==> src/rtl/irq_cpu_if.sv <==
module irq_cpu_if #(
  parameter int DEPTH = 16,
  parameter int IDW   = 10
) (
  input  logic           clk,
  input  logic           rst_n,
  input  logic           pend_valid,
  input  logic [IDW-1:0] pend_id,
  input  logic [3:0]     pend_prio,
  input  logic           reg_rd,
  input  logic           reg_wr,
  input  logic [2:0]     reg_addr,
  input  logic [31:0]    reg_wdata,
  output logic [31:0]    reg_rdata,
  output logic           irq,
  output logic           ack_valid,
  output logic [IDW-1:0] ack_id,
  output logic           eoi_valid,
  output logic [IDW-1:0] eoi_id
);
  localparam int SW = $clog2(DEPTH + 1);
  localparam int IW = (DEPTH > 1) ? $clog2(DEPTH) : 1;
  localparam logic [IDW-1:0] SPURIOUS = IDW'(1023);
  localparam logic [2:0] A_CTRL = 3'd0, A_MASK = 3'd1, A_ACK = 3'd2,
                         A_EOI = 3'd3, A_RUN = 3'd4;

  logic           en;
  logic [3:0]     mask;
  logic [SW-1:0]  sp;
  logic [IDW-1:0] stk_id [DEPTH];
  logic [3:0]     stk_pr [DEPTH];

  logic [IW-1:0]  top;
  logic           busy, full, elig, ack_go, eoi_go;
  logic [3:0]     run;

  assign busy   = sp != '0;
  assign full   = sp == SW'(DEPTH);
  assign top    = IW'(sp - SW'(1));
  assign run    = busy ? stk_pr[top] : 4'hF;
  assign elig   = en && pend_valid && !full && (pend_prio < mask) && (pend_prio < run);
  assign irq    = elig;
  assign ack_go = reg_rd && reg_addr == A_ACK && elig;
  assign eoi_go = reg_wr && reg_addr == A_EOI && busy && !ack_go &&
                  reg_wdata[IDW-1:0] == stk_id[top];

  always_ff @(posedge clk or negedge rst_n) begin
    if (!rst_n) begin
      en <= 1'b0;
      mask <= 4'h0;
      sp <= '0;
      ack_valid <= 1'b0;
      ack_id <= '0;
      eoi_valid <= 1'b0;
      eoi_id <= '0;
      reg_rdata <= '0;
    end else begin
      ack_valid <= ack_go;
      eoi_valid <= eoi_go;
      if (ack_go) begin
        ack_id <= pend_id;
        sp <= sp + SW'(1);
      end else if (eoi_go) begin
        eoi_id <= stk_id[top];
        sp <= sp - SW'(1);
      end
      if (reg_wr && reg_addr == A_CTRL) en <= reg_wdata[0];
      if (reg_wr && reg_addr == A_MASK) mask <= reg_wdata[7:4];
      if (reg_rd) begin
        case (reg_addr)
          A_CTRL:  reg_rdata <= {31'd0, en};
          A_MASK:  reg_rdata <= {24'd0, mask, 4'd0};
          A_ACK:   reg_rdata <= {{(32-IDW){1'b0}}, ack_go ? pend_id : SPURIOUS};
          A_RUN:   reg_rdata <= {24'd0, run, 4'd0};
          default: reg_rdata <= '0;
        endcase
      end
    end
  end

  for (genvar i = 0; i < DEPTH; i++) begin : g_slot
    always_ff @(posedge clk or negedge rst_n) begin
      if (!rst_n) begin
        stk_id[i] <= '0;
        stk_pr[i] <= 4'hF;
      end else if (ack_go && sp == SW'(i)) begin
        stk_id[i] <= pend_id;
        stk_pr[i] <= pend_prio;
      end
    end
  end


  depth_bound_chk: assert property (@(posedge clk) disable iff (!rst_n)
    sp <= SW'(DEPTH));


  ack_source_chk: assert property (@(posedge clk) disable iff (!rst_n)
    ack_valid |-> $past(reg_rd) && $past(reg_addr) == A_ACK);


  spurious_quiet_chk: assert property (@(posedge clk) disable iff (!rst_n)
    $past(reg_rd) && $past(reg_addr) == A_ACK && reg_rdata[IDW-1:0] == SPURIOUS
      |-> sp == $past(sp) && !ack_valid);


  ack_prio_chk: assert property (@(posedge clk) disable iff (!rst_n)
    ack_valid |-> run == $past(pend_prio) && sp == $past(sp) + SW'(1));


  eoi_pop_chk: assert property (@(posedge clk) disable iff (!rst_n)
    eoi_valid |-> sp + SW'(1) == $past(sp) && $past(reg_wr));
endmodule

==> config.mk <==
export PLATFORM = sky130hd
export DESIGN_NAME = irq_cpu_if
export DESIGN_NICKNAME = d
export VERILOG_FILES = /design/src/rtl/irq_cpu_if.sv
export SDC_FILE = /design/constraint.sdc
export NUM_CORES = 1
export LEC_CHECK = 0
export ABC_CLOCK_PERIOD_IN_PS = 5900
export CAP_MARGIN = 10
export CORE_AREA = 2 2 162 164
export DETAILED_ROUTE_END_ITERATION = 8
export DIE_AREA = 0 0 164 166
export HOLD_SLACK_MARGIN = 0.1
export PLACE_DENSITY = 0.8
export SLEW_MARGIN = 40
export SYNTH_ARGS = -nofsm -noshare
export SYNTH_HDL_FRONTEND = slang
export SYNTH_SLANG_ARGS = --single-unit
==> constraint.sdc <==
create_clock -name clk -period 5.9 [get_ports clk]
set_input_delay 1.77 -clock clk [delete_from_list [all_inputs] [get_ports clk]]
set_output_delay 1.77 -clock clk [all_outputs]
set_load 0.01 [all_outputs]
## Word-level counts from Yosys, hierarchy flattened

Cells that the tools add are included.

- Bits in registers: 288
- Input port bits: 54
- Output and inout bits: 55
- Word-level logic and storage cells: 114

- Add/subtract/negate cells: 2
- $lt $le $gt $ge: 3
- Equality and inequality tests: 21
- Muxes and demuxes: 11
- Bitwise operators: 2
- Reductions and logical operators: 35

Operators with widths:

| operator | count |
|---|---|
| binary-select mux 10 bit (select 4 bit) | 1 |
| equality test 5 x 4 -> 1 bit, second input constant | 8 |
| one-hot mux 10 bit (4 select lines) | 1 |
| 2-to-1 mux 10 bit | 3 |
| logical AND 1 bit | 28 |
| equality test 5 x 3 -> 1 bit, second input constant | 4 |
| binary-select mux 4 bit (select 4 bit) | 1 |
| 2-to-1 mux 4 bit | 3 |
| equality test 10 bit | 1 |
| equality test 5 x 2 -> 1 bit, second input constant | 2 |
| 2-to-1 mux 5 bit | 2 |
| < comparator 4 bit | 2 |
| equality test 3 x 2 -> 1 bit, second input constant | 2 |
| adder 5 x 1 -> 5 bit, second input constant | 1 |
| equality test 5 x 1 -> 1 bit, second input constant | 1 |
| equality test 5 bit, second input constant | 1 |
| >= comparator 5 bit, second input constant | 1 |
| zero test 5 bit | 1 |
| NOT 4 -> 5 bit | 1 |
| nonzero test 5 bit | 1 |
| subtractor 5 x 1 -> 5 bit, second input constant | 1 |
| equality test 3 x 1 -> 1 bit, second input constant | 1 |
| equality test 3 bit, second input constant | 1 |
| zero test 3 bit | 1 |
| 4 further kinds | 5 |

## Longest topological paths before layout

Gate-level depths: netlist of run 1.

- Word-level depth: 14
- Mapped depth: 23
- Mapped depth without buffers: 15

## Worst setup path before layout of run 1

Ideal clock, no wire load.

- Path kind: register to output
- Start point: register sp[0]
- End point: output irq
- Arrival time: 4.394 ns
- Required time: 4.130 ns
- Setup slack: -0.264 ns
- Cell stages (with the launch flop): 21
- Buffers on the path: 7
- Cells stage by stage: dfrtp_1 > clkbuf_1 > buf_2 > inv_1 > ha_1 > buf_2 > buf_1 > clkbuf_1 > clkbuf_1 > mux4_2 > nand2_1 > nand3_1 > a21oi_1 > ha_1 > nand2_1 > nand4_1 > a31oi_1 > o21ai_0 > or2_2 > clkbuf_1 > inv_1

- Word-level cells in the longest chain between the ends: 8
- Elaborated cells between the ends (all ways): 13
- Those cells by class: add/sub (1); order compare (1); eq/ne (1); mux (4); bitwise (1); reduce/logical (5)

Ends and longest elaborated chain:

| what | line | source |
|---|---|---|
| from (decl) | 29 | `logic [SW-1:0] sp;` |
| from (signal assigned) | 62 | `sp <= sp + SW'(1);` |
| from (signal assigned) | 65 | `sp <= sp - SW'(1);` |
| subtractor 5 x 1 -> 5 bit | n/a |  |
| NOT 4 -> 5 bit (not written as such) | 40 | `assign run = busy ? stk_pr[top] : 4'hF;` |
| binary-select mux 4 bit (select 4 bit) | 40 |  |
| 2-to-1 mux 4 bit (not written as such) (2 in series) | 40 |  |
| 2-to-1 mux 4 bit | 40 |  |
| < comparator 4 bit | 41 | `assign elig = en && pend_valid && !full && (pend_prio < mask) && (pend_prio < run);` |
| logical AND 1 bit (*) | 41 |  |
| to (decl) | 15 | `output logic irq,` |

Mark *: on every way between the ends. The rest lies on a longest branch, timed or not. The select of a mux whose other input is x is not followed.

## Final worst setup path of run 1

- Start point: input pend_prio[3]
- End point: output irq

- Word-level cells in the longest chain between the ends: 3
- Elaborated cells between the ends (all ways): 4
- Those cells by class: order compare (2); reduce/logical (2)

Ends and longest elaborated chain:

| what | line | source |
|---|---|---|
| from (decl) | 9 | `input logic [3:0] pend_prio,` |
| < comparator 4 bit | 41 |  |
| logical AND 1 bit | 41 |  |
| logical AND 1 bit (*) | 41 |  |

Mark *: on every way between the ends. The rest lies on a longest branch, timed or not.

==> results of run 1 <==
## area by class of cell
cell class,instances,area [um^2],share of cell area (%)
sequential,266,6740,44.4
clock buffer,45,867,5.71
timing repair buffer,119,1130,7.44
inverter,21,78.8,0.519
multi-input combinational,573,5880,38.7
tap,335,419,2.76
clock inverter,8,80.1,0.527
## metal layers
layer	routed length, um	GRT usage [%]
met5	0	0
met4	793	7.02
met3	1830	3.27
met2	15100	37.3
met1	13100	32.6
## final timing paths
path / cells past startpoint / slack (ns) / end
worst max-delay path: 9 / 0.42 / irq
worst min-delay path: 1 / 0.48 / stk_id[85]
worst max register to register: 17 / 1.22 / stk_id[149]
worst min register to register: 1 / 0.48 / stk_id[85]
max in group asynchronous: 3 / 3.51 / stk_pr[16]
min in group asynchronous: 1 / 1.16 / mask[3]
## placed cells by master, fill, tap and decap left out, types with 6 or more instances in the layout
master and instances:
mux2_2 236, dfrtp_1 201, dfstp_2 64, clkdlybuf4s50_1 62, mux4_2 50, buf_4 48, nand2_1 30, clkbuf_16 30
mux2i_1 26, o21ai_0 22, conb_1 22, inv_1 21, nor2_1 17, nor2b_1 14, xnor2_1 13, mux2_1 12
ha_1 10, clkbuf_1 9, nand3_1 8, and3_1 8, nor3b_1 8, a21oi_1 7, nor3_1 7, nor3_2 6
clkbuf_8 6, clkinv_2 6
## sequential cells by signal, indices dropped and copies added, names as in the netlist
signal     flops
reg_rdata     10
stk_pr        64
ack_id        10
en             1
mask           4
stk_id       160
sp             5
eoi_valid      1
ack_valid      1
eoi_id        10
## kinds of logic after synthesis
logic type | after synthesis | share of synthesized area [%]
adders and majority gates | 12 | 1.15
and+or+nand+nor | 129 | 5.66
DFF | 266 | 51.6
AOI/OAI and AO/OA | 69 | 3.72
xor gates and xnor gates | 17 | 1.20
buffers and inverters | 112 | 4.57
muxes | 324 | 32.0
other | 1 | 0.0287
## power by group
group / total (mW) / switching [mW] / internal, mW / leakage, nW
sequential: 1.95 / 0.0396 / 1.91 / 3.45
combinational: 1.67 / 0.950 / 0.716 / 3.04
clock: 1.79 / 0.734 / 1.05 / 0.471
total: 5.40 / 1.72 / 3.68 / 6.97
## stage by stage
step	worst slack, ns	setup TNS (ns)	area (um^2)	std cells	util [%]
4_1_cts	0.00705	0	15100	1363	59.1
5_1_grt	0.304	0	15200	1367	59.3
3_5_place_dp	-0.0340	-0.0340	14100	1305	55.1
2_1_floorplan	0.108	0	13100	951	-
6_report	0.420	0	15200	1367	59.3
3_3_place_gp	0.0709	0	14100	1303	54.9
## worst max-delay path, stage by stage
cell	delay, ns
clkdlybuf4s50_1	0.47
ha_1	0.35
nand2_1	0.08
nand4_1	0.11
a31oi_2	0.22
o21ai_1	0.17
or2_2	0.34
inv_1	0.07
dlymetal6s2s_1	0.15
## repair_timing
action | CTS | global route
hold endpoints to repair | 0 | 0
buffers inserted | 5 | 4
setup endpoints to repair | 1 | 1
resized for setup | 7 | 6
pin swaps | 1 | 3
==> results.md, run 1 <==
- Status: complete, no violations
- Dominant cells by area after synthesis: dfrtp_1 39%, mux2_2 20%, dfstp_2 13%
- CP Launch Point: pend_prio[3]
- Inserted Diodes: 0
- Worst-Margin Slew: 0.802 ns
- Synth-to-Final Area Change: 16.5%
- Fin crit period: 5.48 ns
- Clk_lat worst skew: 0.56 ns
- LEAKAGE: 6.97 nW
- Syn Area/Cell: 14.0 um^2
- Root Buffer: clkbuf_16
- Slew HR: 46.4%
- Remaining DRCs: 0
- Endpoint type of the worst setup path: output pin
- Total number of vias: 8082
- Initial antenna violation count: 0
- Die height: 166 um
- Wirelength, routed: 30800 um
- Largest net degree at the start of global routing: 85
- 1st-iter DRT viols: 795
- Post-synth EDFFs: 0
- IO Pins: 109
- Layout cell share with drive strength beyond 1: 46.5%
- Peak VDD IR: 323 uV
- Worst hold path class: reg2reg
- Critical Path RT: 4.13 ns
- Yosys warns: 0
- Initial DRT Pass Iterations: 5
- WL per Instance: 22.5 um
- Vias in the first global route: 8231
- Gpl congestion: 0.875
- Register bit total from synthesis: 266
- IO buf count: 64
- Layout Skew: 0.0165 ns
- Clock buffer count from CTS: 29
- Global route overflow: 0
- Post-synth ARST share: 100%
- Antenna Nets Post-Route: 0
- Synth top area share: 38.7%
- RSZ-0062 raised after global routing: false
- Crit start category: input port
- Most frequent cell after synthesis: mux2_2
- Hpwl dp: 19800 um
- Pwr per Cell Area: 356 mW/mm^2
- Hold path start: stk_id[85]
- Largest area contributor in the netlist: dfrtp_1
- Worst setup path category: in2out
- Max-slew violations: 0
- CTS tree: built
- Synth Instances: 930
- Fmax: 0.182 GHz
- Core area: 0.0256 mm^2
- Std-Cell Rows: 59
- H-tree depth: 1
- Critical path fanouts, max: 3
- Worst Hold Margin: 0.484 ns
- Synthesized cell area: 0.0130 mm^2
- Period Utilization, post-route: 92.9%
- Clock transition at path regs: 0.06 ns
- Final setup violating endpoints: 0
- Synth top cells by count: 236 x mux2_2, 202 x dfrtp_1, 64 x dfstp_2
- TritonCTS Sinks: 266
- Register area share after synthesis: 51.6%
- Yosys cell types: 62
- Starting density of the core: 50.9%
- Layout fillers: 1939
- Worst-case clock buffer depth: 3
- Die width: 164 um
- Final hold vios: 0
- Main synth FF type: dfrtp_1
- Die Area: 0.0272 mm^2
- Gr usage total: 23.1%
- Nets: 1076
- Crit path DAT: 3.71 ns
- Hold buffer count at cts: 0
- MaxCap Viol Count: 0
- Worst R2R Start: sp[0]
- Tot Pwr: 5.40 mW
- First-pass GRT wire length: 48300 um
- DR vias/cell: 5.91
Note: power is estimated with default switching activity, not from simulation.
==> run 2, diff against run 1 <==
--- a/config.mk
+++ b/config.mk
@@ -7,11 +7,13 @@
 export LEC_CHECK = 0
 export ABC_CLOCK_PERIOD_IN_PS = 5900
 export CAP_MARGIN = 10
-export CORE_AREA = 2 2 162 164
+export CELL_PAD_IN_SITES_DETAIL_PLACEMENT = 0
+export CELL_PAD_IN_SITES_GLOBAL_PLACEMENT = 1
+export CORE_AREA = 2 2 176 178
 export DETAILED_ROUTE_END_ITERATION = 8
-export DIE_AREA = 0 0 164 166
+export DIE_AREA = 0 0 178 180
 export HOLD_SLACK_MARGIN = 0.1
-export PLACE_DENSITY = 0.8
+export PLACE_DENSITY = 0.81
 export SLEW_MARGIN = 40
 export SYNTH_ARGS = -nofsm -noshare
 export SYNTH_HDL_FRONTEND = slang
==> constraint.sdc (replaced) <==
create_clock -name clk -period 5.9 [get_ports clk]
set_input_delay 1.18 -clock clk [delete_from_list [all_inputs] [get_ports clk]]
set_output_delay 1.18 -clock clk [all_outputs]
set_load 0.01 [all_outputs]
==> results.md, run 2 (synthesized netlist as in run 1, its figures left out) <==
- Worst setup margin: 0.152 ns
- Initial DRT Pass Iterations: 5
- Hold path start: eoi_id[6]
- WHS Path Cells: 1
- Hpwl dp: 21000 um
- Antenna Nets Post-Route: 0
- Vias in the first global route: 8212
- Fin util: 50.4%
- Gr usage total: 20.3%
- Std-Cell Rows: 64
- Most common cell after layout, fill and taps aside: mux2_2
- Critical path fanouts, max: 24
- RR Endpoint: stk_id[13]
- Largest regs: stk_id x160, stk_pr x64
- Layout Skew: 0.0243 ns
- Core area: 0.0302 mm^2
- Layout cell share with drive strength beyond 1: 46.0%
- Root Buffer: clkbuf_16
- Clk_lat worst skew: 0.55 ns
- Final hold vios: 0
- MaxCap Viol Count: 0
- H-tree depth: 1
- Period Utilization, post-route: 97.4%
- RSZ-0062 raised after global routing: false
- Hold path endpoint: eoi_id[6]
- CTS tree: built
- TNS Setup: 0 ns
- Largest net degree at the start of global routing: 92
- Worst setup path category: reg2out
- Dpl cells: 1363
- Global route overflow: 0
- Synth-to-Final Area Change: 16.7%
- Clock buffer count from CTS: 28
- Initial antenna violation count: 0
- Gpl congestion: 0.838
- Dpl cell area: 0.0141 mm^2
- TritonCTS Sinks: 266
- Worst hold path class: reg2reg
- Die Area: 0.0320 mm^2
- Path depth of the worst reg2reg path: 16
- Largest register FFs: 160
- Most frequent cells in the layout: 236 x mux2_2, 200 x dfrtp_1, 64 x dfstp_2
- Worst-Margin Slew: 0.777 ns
- Critical Path RT: 4.72 ns
- Setup bufs post-CTS: 0
- Fin crit period: 5.75 ns
- Die width: 178 um
- Status: complete, no violations
- R2R setup slack: 0.82 ns
- Starting density of the core: 43.2%
- IO buf count: 64
- Fin cells: 1415
- Total number of vias: 7957
- Die height: 180 um
- WL per Instance: 22.7 um
- First-pass GRT wire length: 49500 um
- Fmax: 0.174 GHz
- Setup WS pre-CTS: 0.593 ns
- Wirelength, routed: 32200 um
- Max-slew violations: 0
- Remaining DRCs: 0
- IO Pins: 109
- 1st-iter DRT viols: 499
- Inserted Diodes: 0
- Final instance area: 0.0152 mm^2
- Clock transition at path regs: 0.07 ns
- Endpoint type of the worst setup path: output pin
- Slew HR: 48.0%
- Worst-case clock buffer depth: 3
- Largest Register: stk_id
- CP Launch Point: sp[1]
- Nets: 1063
- Layout fillers: 2600
- Worst R2R Start: sp[1]
- Final setup violating endpoints: 0
- DR vias/cell: 5.62
- LEAKAGE: 6.93 nW
- Peak VDD IR: 253 uV
- Crit start category: flop
- Crit path DAT: 4.57 ns
- Pwr per Cell Area: 360 mW/mm^2
-- run 2: changes by cell type in the layout (fill, tap and decap cells not counted), sizes merged --
cell / previous run / this run
buf: 56 / 43
clkinv: 6 / 10
inv: 22 / 21
clkdlybuf4s50: 62 / 63
dlymetal6s2s: 1 / 0
bufinv: 1 / 7
clkinvlp: 0 / 1
clkbuf: 45 / 35
-- run 2: layout make-up --
cell class	instances	area, um^2	area share [%]
multi-input cells	573	5850	38.5
flip-flops and latches	266	6740	44.3
well taps	396	495	3.26
inverters	21	78.8	0.518
clock inverters	18	268	1.76
clock buffers	34	774	5.09
repair buffers	107	1010	6.62
-- run 2: metrics by stage --
| stage | hold WS, ns | power [mW] |
|---|---|---|
| floorplan | 0.445 | 3.00 |
| global placement | 0.459 | 3.50 |
| detailed placement | 0.470 | 3.52 |
| CTS | 0.488 | 5.52 |
| global route | 0.510 | 5.71 |
| finish | 0.482 | 5.48 |
-- run 2: report_power, final --
part | switching (mW) | internal, mW | leakage [nW]
Combinational | 0.914 | 0.622 | 2.96
Clock | 0.747 | 1.24 | 0.519
Sequential | 0.0484 | 1.91 | 3.45
Total | 1.71 | 3.77 | 6.93
-- run 2: layer usage --
| metal | up-vias | part of all wire, % | track usage [%] |
|---|---|---|---|
| li1 | 3492 | - | - |
| met2 | 201 | 47 | 32.3 |
| met4 | 0 | 2.7 | 5.21 |
| met5 | - | 0 | 0 |
| met3 | 53 | 4.4 | 2.39 |
| met1 | 4211 | 46 | 29.7 |
-- run 2: how the worst max path moves through the flow --
| stage | endpoint | slack [ns] | depth (start not counted) |
|---|---|---|---|
| after CTS | irq | 0.08 | 12 |
| after global placement | irq | 0.61 | 13 |
| final | irq | 0.15 | 13 |
| after detailed placement | irq | 0.59 | 13 |
| after global routing | irq | 0.006 | 13 |
| after floorplan | irq | 0.33 | 20 |
-- run 2: timing repair --
action,in CTS,in global routing
endpoints found under the setup margin,1,1
hold endpoints to repair,0,0
resized for setup,1,4
cloned,0,0
hold buffers,0,0
-- run 2: worst max-delay path, stage by stage, from the launching register on --
cell and delay [ns]:
dfrtp_1 0.52, inv_1 0.16, ha_4 0.47, buf_4 0.34
mux4_2 0.35, nand2_1 0.08, nand3_1 0.11, a21oi_1 0.33
ha_1 0.31, o211a_1 0.13, o41a_1 0.14, or2_2 0.43
inv_1 0.09, clkdlybuf4s50_1 0.53
==> run 3, diff against run 2 <==
--- a/config.mk
+++ b/config.mk
@@ -5,13 +5,15 @@
 export SDC_FILE = /design/constraint.sdc
 export NUM_CORES = 1
 export LEC_CHECK = 0
+export ABC_AREA = 1
 export ABC_CLOCK_PERIOD_IN_PS = 5900
 export CAP_MARGIN = 10
 export CELL_PAD_IN_SITES_DETAIL_PLACEMENT = 0
 export CELL_PAD_IN_SITES_GLOBAL_PLACEMENT = 1
-export CORE_AREA = 2 2 176 178
+export CORE_AREA = 2 2 185 187
+export CTS_CLUSTER_DIAMETER = 200
 export DETAILED_ROUTE_END_ITERATION = 8
-export DIE_AREA = 0 0 178 180
+export DIE_AREA = 0 0 187 189
 export HOLD_SLACK_MARGIN = 0.1
 export PLACE_DENSITY = 0.81
 export SLEW_MARGIN = 40
==> results.md, run 3 <==
- Status: complete, no violations
- Pwr per Cell Area: 327 mW/mm^2
- Register bit total from synthesis: 266
- Dpl cells: 1986
- MaxCap Viol Count: 0
- Largest area contributor in the netlist: dfrtp_1
- Largest register FFs: 160
- Nets: 1635
- First-pass GRT wire length: 56400 um
- WL per Instance: 17.3 um
- Largest regs: stk_id x160, stk_pr x64
- CTS resizes: 0
- TritonCTS Sinks: 266
- Synth top cells by count: 383 x nand2_1, 227 x o21ai_0, 202 x dfrtp_1
- Comb pwr share: 23.5%
- Endpoint type of the worst setup path: output pin
- Main synth FF type: dfrtp_1
- Std-Cell Rows: 67
- Most common cell after layout, fill and taps aside: nand2_1
- Synth Instances: 1561
- Slew HR: 47.1%
- Layout cell share with drive strength beyond 1: 13.3%
- Fin cells: 2039
- Clk_lat worst skew: 0.56 ns
- Clock transition at path regs: 0.06 ns
- TNS Setup: 0 ns
- Max incr delay on CP: 0.58 ns
- Top delay family on crit path: buffers and inverters
- H-tree depth: 1
- Gr usage total: 20.0%
- RSZ-0062 raised after global routing: false
- Critical Path RT: 4.72 ns
- Reg power frac: 39.2%
- Register area share after synthesis: 51.0%
- Initial DRT Pass Iterations: 6
- Worst path cell trace: inv_6, ha_2, buf_4, o21ai_0, o221ai_1, o211ai_1, nand3_1, inv_1, ha_1, nand2_1, nand4_1, a211oi_2, a21boi_4, clkdlybuf4s50_1
- Setup bufs post-CTS: 0
- Syn Area/Cell: 8.47 um^2
- Gpl congestion: 0.813
- Largest net degree at the start of global routing: 82
- Die width: 187 um
- IO Pins: 109
- IO buf count: 64
- Critical path fanouts, max: 38
- Peak VDD IR: 235 uV
- Global route overflow: 0
- Remaining DRCs: 0
- Synth top area share: 38.2%
- Fmax: 0.179 GHz
- Critical path's slowest cell: clkdlybuf4s50_1
- Period Utilization, post-route: 94.7%
- Crit path DAT: 4.41 ns
- Net Sw Power: 1.55 mW
- Synth-to-Final Area Change: 12.6%
- Switching Share: 31.9%
- Final hold vios: 0
- Largest Register: stk_id
- CTS tree: built
- LEAKAGE: 6.55 nW
- Worst-case clock buffer depth: 3
- Most frequent cell after synthesis: nand2_1
- Hpwl dp: 22300 um
- Post-synth ARST share: 100%
- DR vias/cell: 5.21
- Yosys cell types: 40
- Clk network pwr share: 37.3%
- Synthesized cell area: 0.0132 mm^2
- Antenna Nets Post-Route: 0
- Post-synth EDFFs: 0
- Most frequent cells in the layout: 383 x nand2_1, 227 x o21ai_0, 201 x dfrtp_1
- CP Buf/Inv Count: 4
- Root Buffer: clkbuf_16
- Yosys warns: 0
- 1st-iter DRT viols: 791
- Total number of vias: 10600
- Crit start category: flop
- Worst-Margin Slew: 0.793 ns
- Final setup violating endpoints: 0
- Layout Skew: 0.0239 ns
- Fin crit period: 5.59 ns
- Starting density of the core: 39.7%
- Hold buffer count at cts: 0
- Worst setup path category: reg2out
- P_int: 3.31 mW
- Vias in the first global route: 10100
- Inserted Diodes: 0
- Worst hold path class: reg2reg
- Worst Hold Margin: 0.472 ns
- Max-slew violations: 0
- Die Area: 0.0353 mm^2
- Initial antenna violation count: 1
- Core area: 0.0333 mm^2
- Clock buffer count from CTS: 28
- Die height: 189 um
- Dominant cells by area after synthesis: dfrtp_1 38%, dfstp_2 13%, nand2_1 11%
- Wirelength, routed: 35200 um
-- run 3: power by group through the flow --
stage / Clock (mW) / Combinational (mW) / Sequential (mW)
3_5_place_dp: 0 / 1.14 / 1.93
5_1_grt: 1.93 / 1.27 / 1.91
3_3_place_gp: 0 / 1.13 / 1.93
2_1_floorplan: 0 / 0.775 / 1.94
4_1_cts: 1.85 / 1.14 / 1.90
6_report: 1.82 / 1.14 / 1.90
-- run 3: tightest hold or removal path: cells and delay by family, from the launching register on --
| kind | cells | cell delay, ns |
|---|---|---|
| flops | 1 | 0.37 |
| compound gates | 1 | 0.05 |
| simple gates | 1 | 0.05 |
-- run 3: final timing paths --
kind,from,endpoint,slack [ns],cells after the start
hold / removal,stk_pr[27],stk_pr[27],0.47,2
setup reg to reg,sp[0],stk_pr[49],1.07,16
setup / recovery,sp[0],irq,0.31,14
min in group asynchronous,rst_n,stk_id[89],0.50,1
max in group asynchronous,rst_n,stk_pr[15],4.17,4
hold reg to reg,stk_pr[27],stk_pr[27],0.47,2
-- run 3: stage by stage --
step / utilization, % / area, um^2 / total power [mW] / worst slack, ns
after floorplan: - / 13300 / 2.71 / 0.604
after global placement: 41.6 / 13800 / 3.07 / 0.784
after detailed placement: 41.8 / 13900 / 3.07 / 0.745
after CTS: 44.6 / 14900 / 4.90 / 0.156
after global routing: 44.7 / 14900 / 5.11 / 0.155
final: 44.7 / 14900 / 4.86 / 0.315
-- run 3: logic make-up (layout without fill, tap and decap cells) --
family | after synthesis | count (layout) | synth area share [%]
AO/OA/AOI/OAI | 401 | 401 | 17.5
flip-flops | 266 | 266 | 51.0
XOR/XNOR | 5 | 5 | 0.445
adder cells (fa/ha/maj) | 12 | 12 | 1.14
AND/OR/NAND/NOR | 681 | 681 | 21.9
buffers and inverters | 195 | 204 | 8.03
other | 1 | 22 | 0.0284
-- run 3: per-layer routing --
layer,vias up,part of all wire [%],global-route usage [%]
met3,54,4.7,2.84
li1,5160,-,-
met1,5155,46,27.4
met4,0,2.8,6.17
met2,250,47,33.0
met5,-,0,0
-- run 3: cell type report --
type | count | area, um^2
fill | 3333 | 18400
inverter | 70 | 272
sequential | 266 | 6740
multi-input combinational | 1121 | 5510
tap | 448 | 561
clock buffer | 39 | 802
clock inverter | 13 | 154
timing repair buffer | 82 | 837
